===== config.mk =====
export PLATFORM = sky130hd
export DESIGN_NAME = bkag_top
export DESIGN_NICKNAME = d
export VERILOG_FILES = /design/src/rtl/bkag_pkg.sv /design/src/rtl/bkag_sel_regs.sv /design/src/rtl/bkag_addr_map.sv /design/src/rtl/bkag_regfile.sv /design/src/rtl/bkag_top.sv
export SDC_FILE = /design/constraint.sdc
export NUM_CORES = 2
export LEC_CHECK = 0
export ABC_AREA = 1
export BUFFER_PORTS_ARGS = -buffer_cell sky130_fd_sc_hd__buf_2
export CELL_PAD_IN_SITES_DETAIL_PLACEMENT = 1
export CELL_PAD_IN_SITES_GLOBAL_PLACEMENT = 1
export CORE_ASPECT_RATIO = 1.1
export CORE_MARGIN = 5
export CORE_UTILIZATION = 35
export CTS_CLUSTER_DIAMETER = 50
export DETAILED_ROUTE_END_ITERATION = 8
export PLACE_DENSITY = 0.57
export REMOVE_ABC_BUFFERS = 1
export SLEW_MARGIN = 10
export SYNTH_ARGS = -nofsm -noshare
export SYNTH_HDL_FRONTEND = slang
export SYNTH_SLANG_ARGS = --single-unit
export TNS_END_PERCENT = 30

===== constraint.sdc =====
create_clock -name clk -period 4.3 [get_ports clk]
set_input_delay 1.075 -clock clk [delete_from_list [all_inputs] [get_ports clk]]
set_output_delay 1.075 -clock clk [all_outputs]
set_load 0.05 [all_outputs]

===== src/rtl/bkag_pkg.sv =====
package bkag_pkg;
   typedef enum logic {
      WIN_COMMON  = 1'b0,
      WIN_PRIVATE = 1'b1
   } win_t;

   typedef enum logic {
      AM_DIRECT   = 1'b0,
      AM_INDIRECT = 1'b1
   } amode_t;
endpackage


===== src/rtl/bkag_sel_regs.sv =====
module bkag_sel_regs #(
   parameter int BANK_W = 3,
   parameter int ADDR_W = 8
) (
   input  logic              clk,
   input  logic              rst_n,
   input  logic              bank_we,
   input  logic [BANK_W-1:0] bank_wd,
   input  logic              ptr_we,
   input  logic [ADDR_W-1:0] ptr_wd,
   output logic [BANK_W-1:0] bank_q,
   output logic [ADDR_W-1:0] ptr_q
);
   initial begin : p_param_chk
      assert (BANK_W >= 1 && ADDR_W > BANK_W)
         else $error("bkag_sel_regs: bad widths");
   end

   always_ff @(posedge clk) begin
      if (!rst_n) begin
         bank_q <= '0;
      end else if (bank_we) begin
         bank_q <= bank_wd;
      end
   end

   always_ff @(posedge clk) begin
      if (!rst_n) begin
         ptr_q <= '0;
      end else if (ptr_we) begin
         ptr_q <= ptr_wd;
      end
   end

   // the bank register changes only through a load
   p_bank_hold_r7: assert property (@(posedge clk) disable iff (!rst_n)
      !bank_we |=> $stable(bank_q));
   p_bank_load_r7: assert property (@(posedge clk) disable iff (!rst_n)
      bank_we |=> bank_q == $past(bank_wd));
   // the pointer register changes only through a load
   p_ptr_hold_r8: assert property (@(posedge clk) disable iff (!rst_n)
      !ptr_we |=> $stable(ptr_q));
   p_ptr_load_r8: assert property (@(posedge clk) disable iff (!rst_n)
      ptr_we |=> ptr_q == $past(ptr_wd));
endmodule


===== src/rtl/bkag_addr_map.sv =====
module bkag_addr_map
   import bkag_pkg::*;
#(
   parameter int OFS_W  = 4,
   parameter int BANK_W = 3,
   localparam int ADDR_W = BANK_W + 1 + OFS_W,
   localparam int IDX_W  = BANK_W + 1 + OFS_W
) (
   input  amode_t            mode,
   input  logic [OFS_W:0]    field,
   input  logic [BANK_W-1:0] bank_q,
   input  logic [ADDR_W-1:0] ptr_q,
   output logic [ADDR_W-1:0] eff_addr,
   output logic [IDX_W-1:0]  phys_idx,
   output win_t              win
);
   logic [BANK_W-1:0] sel_bank;
   logic [OFS_W-1:0]  sel_ofs;
   logic [BANK_W:0]   slot;

   initial begin : p_param_chk
      assert (OFS_W >= 1 && BANK_W >= 1)
         else $error("bkag_addr_map: bad widths");
   end

   // logical address: pointer in indirect mode, bank register + field otherwise
   always_comb begin
      if (mode == AM_INDIRECT) eff_addr = ptr_q;
      else                     eff_addr = {bank_q, field};
   end

   assign sel_bank = eff_addr[ADDR_W-1 -: BANK_W];
   assign sel_ofs  = eff_addr[OFS_W-1:0];
   assign win      = win_t'(eff_addr[OFS_W]);

   // slot 0 is the shared window, slot b+1 is the private window of bank b
   always_comb begin
      if (win == WIN_COMMON) slot = '0;
      else                   slot = {1'b0, sel_bank} + {{BANK_W{1'b0}}, 1'b1};
      phys_idx = {slot, sel_ofs};
   end
endmodule


===== src/rtl/bkag_regfile.sv =====
module bkag_regfile #(
   parameter int DATA_W   = 8,
   parameter int DEPTH    = 144,
   parameter int IDX_W    = 8,
   parameter bit RF_CLEAR = 1'b1
) (
   input  logic              clk,
   input  logic              rst_n,
   input  logic              we,
   input  logic [IDX_W-1:0]  idx,
   input  logic [DATA_W-1:0] wdata,
   output logic [DATA_W-1:0] rdata
);
   logic [DATA_W-1:0] mem [DEPTH];

   initial begin : p_param_chk
      assert (DEPTH >= 2 && DEPTH <= (1 << IDX_W))
         else $error("bkag_regfile: depth does not fit index");
   end

   for (genvar i = 0; i < DEPTH; i++) begin : g_row
      logic hit;
      assign hit = we && (idx == IDX_W'(i));
      if (RF_CLEAR) begin : g_clr
         always_ff @(posedge clk) begin
            if (!rst_n)   mem[i] <= '0;
            else if (hit) mem[i] <= wdata;
         end
      end else begin : g_noclr
         always_ff @(posedge clk) begin
            if (hit) mem[i] <= wdata;
         end
      end
   end

   assign rdata = mem[idx];

   // a write lands in the addressed row; no write leaves that row intact
   p_write_r6: assert property (@(posedge clk) disable iff (!rst_n)
      we |=> mem[$past(idx)] == $past(wdata));
   p_hold_r6: assert property (@(posedge clk) disable iff (!rst_n)
      !we |=> mem[$past(idx)] == $past(rdata));
endmodule


===== src/rtl/bkag_top.sv =====
module bkag_top
   import bkag_pkg::*;
#(
   parameter int OFS_W    = 4,
   parameter int BANK_W   = 3,
   parameter int DATA_W   = 8,
   parameter bit RF_CLEAR = 1'b1,
   localparam int ADDR_W  = BANK_W + 1 + OFS_W,
   localparam int WIN     = 1 << OFS_W,
   localparam int NBANK   = 1 << BANK_W,
   localparam int DEPTH   = WIN * (NBANK + 1),
   localparam int IDX_W   = BANK_W + 1 + OFS_W
) (
   input  logic              clk,
   input  logic              rst_n,
   input  logic              mode_ind,
   input  logic [OFS_W:0]    instr_addr,
   input  logic              bank_we,
   input  logic [BANK_W-1:0] bank_wd,
   input  logic              ptr_we,
   input  logic [ADDR_W-1:0] ptr_wd,
   input  logic              wr_en,
   input  logic [DATA_W-1:0] wr_data,
   output logic [DATA_W-1:0] rd_data,
   output logic [ADDR_W-1:0] eff_addr,
   output logic [IDX_W-1:0]  phys_idx,
   output logic              in_common
);
   logic [BANK_W-1:0] bank_q;
   logic [ADDR_W-1:0] ptr_q;
   win_t              win;
   amode_t            mode;

   assign mode      = amode_t'(mode_ind);
   assign in_common = (win == WIN_COMMON);

   bkag_sel_regs #(.BANK_W(BANK_W), .ADDR_W(ADDR_W)) u_regs (
      .clk     (clk),
      .rst_n   (rst_n),
      .bank_we (bank_we),
      .bank_wd (bank_wd),
      .ptr_we  (ptr_we),
      .ptr_wd  (ptr_wd),
      .bank_q  (bank_q),
      .ptr_q   (ptr_q)
   );

   bkag_addr_map #(.OFS_W(OFS_W), .BANK_W(BANK_W)) u_map (
      .mode     (mode),
      .field    (instr_addr),
      .bank_q   (bank_q),
      .ptr_q    (ptr_q),
      .eff_addr (eff_addr),
      .phys_idx (phys_idx),
      .win      (win)
   );

   bkag_regfile #(.DATA_W(DATA_W), .DEPTH(DEPTH), .IDX_W(IDX_W),
                  .RF_CLEAR(RF_CLEAR)) u_rf (
      .clk   (clk),
      .rst_n (rst_n),
      .we    (wr_en),
      .idx   (phys_idx),
      .wdata (wr_data),
      .rdata (rd_data)
   );

   // the direct field passes through to the low address bits
   p_direct_field_r1: assert property (@(posedge clk) disable iff (!rst_n)
      !mode_ind |-> eff_addr[OFS_W:0] == instr_addr);
   // a bank load is seen by the direct access of the following cycle
   p_direct_bank_r7: assert property (@(posedge clk) disable iff (!rst_n)
      (!mode_ind && $past(bank_we)) |-> eff_addr[ADDR_W-1 -: BANK_W] == $past(bank_wd));
   // a pointer load fully defines the next indirect address
   p_indirect_r2: assert property (@(posedge clk) disable iff (!rst_n)
      (mode_ind && $past(ptr_we)) |-> eff_addr == $past(ptr_wd));
   // the common window stays below the first private slot
   p_common_r3: assert property (@(posedge clk) disable iff (!rst_n)
      !eff_addr[OFS_W] |-> (in_common && phys_idx < IDX_W'(WIN)));
   // private accesses stay above the common window and keep the offset
   p_private_r4: assert property (@(posedge clk) disable iff (!rst_n)
      eff_addr[OFS_W] |-> (!in_common && phys_idx >= IDX_W'(WIN)
                           && phys_idx[OFS_W-1:0] == eff_addr[OFS_W-1:0]));
endmodule


Word-level counts from Yosys, hierarchy flattened --
Memory sizes are Yosys's and may differ from the RTL's. Cells that the tools add are included.
Cells by class: $add $sub $neg 1, equal/unequal tests 143, multiplexer cells 579, bitwise logic cells 145, reductions and logical operators 145
Operators by type and width (number):
- $mux W8 | 145
- $eq A8 B7 Y1 const B | 64
- $mux W1 | 433
- $eq A8 B6 Y1 const B | 32
- $logic_and A1 B1 Y1 | 144
- $or A1 B1 Y1 | 144
- $eq A8 B5 Y1 const B | 16
- $eq A8 B8 Y1 const B | 16
- $eq A8 B4 Y1 const B | 8
- $eq A8 B3 Y1 const B | 4
- $eq A8 B2 Y1 const B | 2
- $eq A8 B1 Y1 const B | 1
- $logic_not A8 Y1 | 1
- $add A3 B1 Y4 const B | 1
- $mux W4 | 1
- $not A1 Y1 | 1
Storage, ports and cells: register bits 11, RAM bits 1152, output and inout bits 25, logic and storage cells 1016, memories 1
Memory list:
- u_rf.mem | words 144, bits a word 8, read ports 1, clocked after memory_dff 0, wr ports 144, line bkag_regfile.sv:14 | logic [DATA_W-1:0] mem [DEPTH];

Depth between registers and ports, before layout --
word-level depth 9, gate-level depth with buffers 18, mapped depth without buffers 15

By module --
From an unflattened synthesis, not the netlist that was laid out.
Unflattened totals: cell total of the unflattened synthesis 5715, area total of the unflattened synthesis 53112.2 µm²
By module, submodules not included:
- bkag_regfile | instances 1, cells each 5599, area an instance 52406.5 µm²
- bkag_sel_regs | instances 1, cells each 69, area an instance 467.9 µm²
- bkag_addr_map | instances 1, cells each 46, area an instance 234.0 µm²
- bkag_top | instances 1, cells each 1, area an instance 3.8 µm²

Worst setup path before layout --
Ideal clock, no wire load.
path kind input to output, from input port mode_ind, to output port rd_data[3], arrival 4.144 ns, data required time 3.225 ns, path slack -0.919 ns, stages on the path 15, buffers on the path 1, cell sequence inv_2 or2_2 o21ai_0 inv_1 ha_1 inv_1 nor2_1 nor2_1 inv_2 buf_1 nor2_1 nor2_1 nand2_1 nand2_1 nand3_1
On the way: cells in the longest elaborated chain, start to end 4
Ends and longest elaborated chain:
- start: declaration | line bkag_top.sv:16 | input logic mode_ind,
- $mux W8 | line bkag_addr_map.sv:28 | if (mode == AM_INDIRECT) eff_addr = ptr_q;
- via eff_addr[6] | line bkag_top.sv:25 | output logic [ADDR_W-1:0] eff_addr,
- $add A3 B1 Y4 | line bkag_addr_map.sv:39 | else slot = {1'b0, sel_bank} + {{BANK_W{1'b0}}, 1'b1};
- $mux W4 | line bkag_addr_map.sv:38 | if (win == WIN_COMMON) slot = '0;
- via phys_idx[5] | line bkag_top.sv:26 | output logic [IDX_W-1:0] phys_idx,
- $mem_v2 Z144 W8
- end: declaration | line bkag_top.sv:24 | output logic [DATA_W-1:0] rd_data,
The timed path passes the listed nets, and every way through them passes these cells.

Worst setup path in the final report --
from input port mode_ind, to output port rd_data[0]
On the way: cells in the longest elaborated chain, start to end 4
Ends and longest elaborated chain (line):
- $mux W8 (*) | bkag_addr_map.sv:28
- $add A3 B1 Y4 | bkag_addr_map.sv:39
- $mux W4 | bkag_addr_map.sv:38
- $mem_v2 Z144 W8 (*)
Every way passes the cells marked *; elsewhere a longest branch is shown, timed or not.

==> results.toml <==
[cells_and_area]
final_common_cell = "nand2_1"
final_cell_mix = "1710 x nand2_1, 1233 x nor2_1, 1152 x edfxtp_1, 510 x buf_4, 221 x nand3_1"
fin_nets = 6033
fillers = 16400
drive_gt1_share_pct = 20.8
area_delta_synth_final_pct = 28.2
utilization_pct = 45.2
finalInstanceArea_mm2 = 0.0671
fin_cells = 8084

[detailed_routing]
vias = 43400
postRouteAntennaNets = 0
wl_mm = 220
wire_per_inst_um = 27.2
drt_iter0_drc = 4191
drc_errors = 0
drtPass1Iterations = 5
avgViaCountPerCell = 5.36

[timing]
worst_slew_margin_rel_pct = 29.8
whs_ns = 0.495
setup_tns_ns = -2.15
setup_slack_ns = -0.300
clock-skew-final_ns = 0.0195
worst-slew-pin-transition_ns = 1.05
drv_slew = 0
finalCritPeriodShare_pct = 107
finalHoldViolCount = 0
fmax_mhz = 217
rsz0062_at_grt = "true"
setup_viol = 8
fin_crit_ns = 4.60

[clock_network]
cts_buffer_depth = 3
clk_latency_ns = 0.82
cts_tree = "built"
root_buffer = "clkbuf_16"
htree_levels = 4
cts.clk_slew.worst_paths_ns = 0.06
clock_sinks = 1163
cts-hold-fix-buffers = 0
cts_buffers = 151

[logic_synthesis]
synth_area_mm2 = 0.0523
synth.avg_cell_area_um2 = 9.56
synth_cells = 5472
synth.yosys.seq_area_share_pct = 66.5
ys_warn_count = 0
ys_types = 26
ys_ff_latch = 1163

[grt]
grt_pass1_wl_mm = 313
antenna_found_initial = 19
grt_overflow = 0
met1_usage_pct = 35.8
grt_max_degree = 95
busiest_layer = "met2"
grt_pass1_vias = 44200
grtUsageMet3_pct = 4.41
grt_use_total_pct = 27.6
met2_usage_pct = 45.8

[placed_design]
hpwl_mm = 141
place_area_mm2 = 0.0596
place_congestion = 0.906
placed_cells = 7728
port_buffers = 54
pre_cts_slack_ns = -1.24

[worst_setup_path]
required_ns = 3.22
cp_data_arrival_time_ns = 3.52
cp-end-kind = "primary output"
path_max_fanout = 8
start_kind = "input pin"
crit_type = "in -> out"

[die]
fp-row-count = 148
die_area_mm2 = 0.157
ios = 55
die_y_um = 416
start_util_pct = 35.3
dieWidth_um = 379
coreArea_mm2 = 0.148

[power_and_ir_drop]
total_power_mw = 29.9
vdd_ir_drop_max_mv = 0.375
powerDensity_mw_per_mm2 = 445
power_leakage_nw = 27.3

[status]
violations = "negative setup slack"
status = "finished, violations left"

[hold_path]
min_path_type = "in -> reg"

[flow_run]
drv_cap = 0
## cell type report
class                           count  area [um2]  area share, %
Sequential cell                  1163       34800           51.9
Clock buffer                      185        3990           5.94
Multi-Input combinational cell   3882       16900           25.2
Inverter                           69         318          0.474
Clock inverter                     94        1030           1.54
Tap cell                         1950        2440           3.64
Timing Repair Buffer              735        7600           11.3
Antenna cell                        6        15.0         0.0224
## registers in the layout (all words and copies together), names as in the netlist
name and cells:
u_regs.bank_q 3, u_regs.ptr_q 8, u_rf.mem 1152
## what timing repair did
| item | CTS | global route |
|---|---|---|
| setup endpoints to repair | 9 | 8 |
| cloned | 18 | 3 |
| gates resized for setup | 329 | 112 |
| buffers inserted | 56 | 4 |
| pin swaps | 126 | 65 |
## critical path: stages
cell and delay, ns:
buf_16 0.13, inv_8 0.08, or2_0 0.15, o21ai_2 0.09, buf_4 0.13, buf_4 0.13, nand2_2 0.09, inv_4 0.06
buf_12 0.14, buf_12 0.15, buf_4 0.17, nand2_1 0.16, nand2_1 0.08, nor2_1 0.21, nor2_1 0.09, nor2_2 0.11
nand2_1 0.06, nand2_2 0.07, nand2_4 0.11, buf_12 0.17
## final timing paths
path,slack [ns],cells past startpoint,endpoint,from
worst max-delay path,-0.30,20,rd_data[0],mode_ind
worst min-delay path,0.49,3,u_regs.ptr_q[5]$_SDFFE_PN0P_,ptr_wd[5]
worst min register to register,0.52,2,u_regs.ptr_q[3]$_SDFFE_PN0P_,u_regs.ptr_q[3]$_SDFFE_PN0P_
worst max register to register,0.87,18,u_rf.mem[53][0]$_SDFFCE_PN0P_,u_regs.ptr_q[5]$_SDFFE_PN0P_
## layer usage
layer	vias to the layer above	wire, um
li1	19300	-
met1	22200	90800
met2	1443	105000
met3	401	13900
met4	2	10200
met5	-	7
## cell usage after synthesis
| cell type | n | area [um2] |
|---|---|---|
| a21oi_1 | 87 | 435 |
| a22oi_1 | 32 | 240 |
| buf_1 | 30 | 113 |
| buf_2 | 40 | 200 |
| buf_4 | 6 | 45.0 |
| clkbuf_1 | 282 | 1060 |
| clkinv_1 | 2 | 7.51 |
| dfxtp_1 | 11 | 220 |
| edfxtp_1 | 1152 | 34600 |
| ha_1 | 1 | 12.5 |
| inv_1 | 43 | 161 |
| inv_2 | 24 | 90.1 |
| nand2_1 | 1824 | 6850 |
| nand2_2 | 1 | 6.26 |
| nand3_1 | 244 | 1220 |
| nand4_1 | 102 | 638 |
| nor2_1 | 1297 | 4870 |
| nor2_2 | 14 | 87.6 |
| nor2_4 | 11 | 124 |
| nor3_2 | 1 | 10.0 |
| o21ai_0 | 251 | 1260 |
| o21ai_1 | 7 | 35.0 |
| o21ai_2 | 1 | 8.76 |
| or2_0 | 2 | 12.5 |
| or2_1 | 1 | 6.26 |
| or2_2 | 6 | 37.5 |
## where the power goes
part	total [mW]	internal [mW]	leakage, nW	switching (mW)
combinational	4.12	1.39	12.8	2.72
sequential	12.9	12.8	12.0	0.120
clock	12.8	7.54	2.42	5.27
## kinds of logic (layout without fill, tap and decap cells)
logic type,after synthesis,in the layout,synth area share (%)
compound gates,378,378,3.77
fa+ha+maj,1,1,0.0239
buf+inv,427,1083,3.20
flops,1163,1163,66.5
other cells,0,6,0
simple gates,3503,3503,26.5
Power figures use the tool's default switching activity.
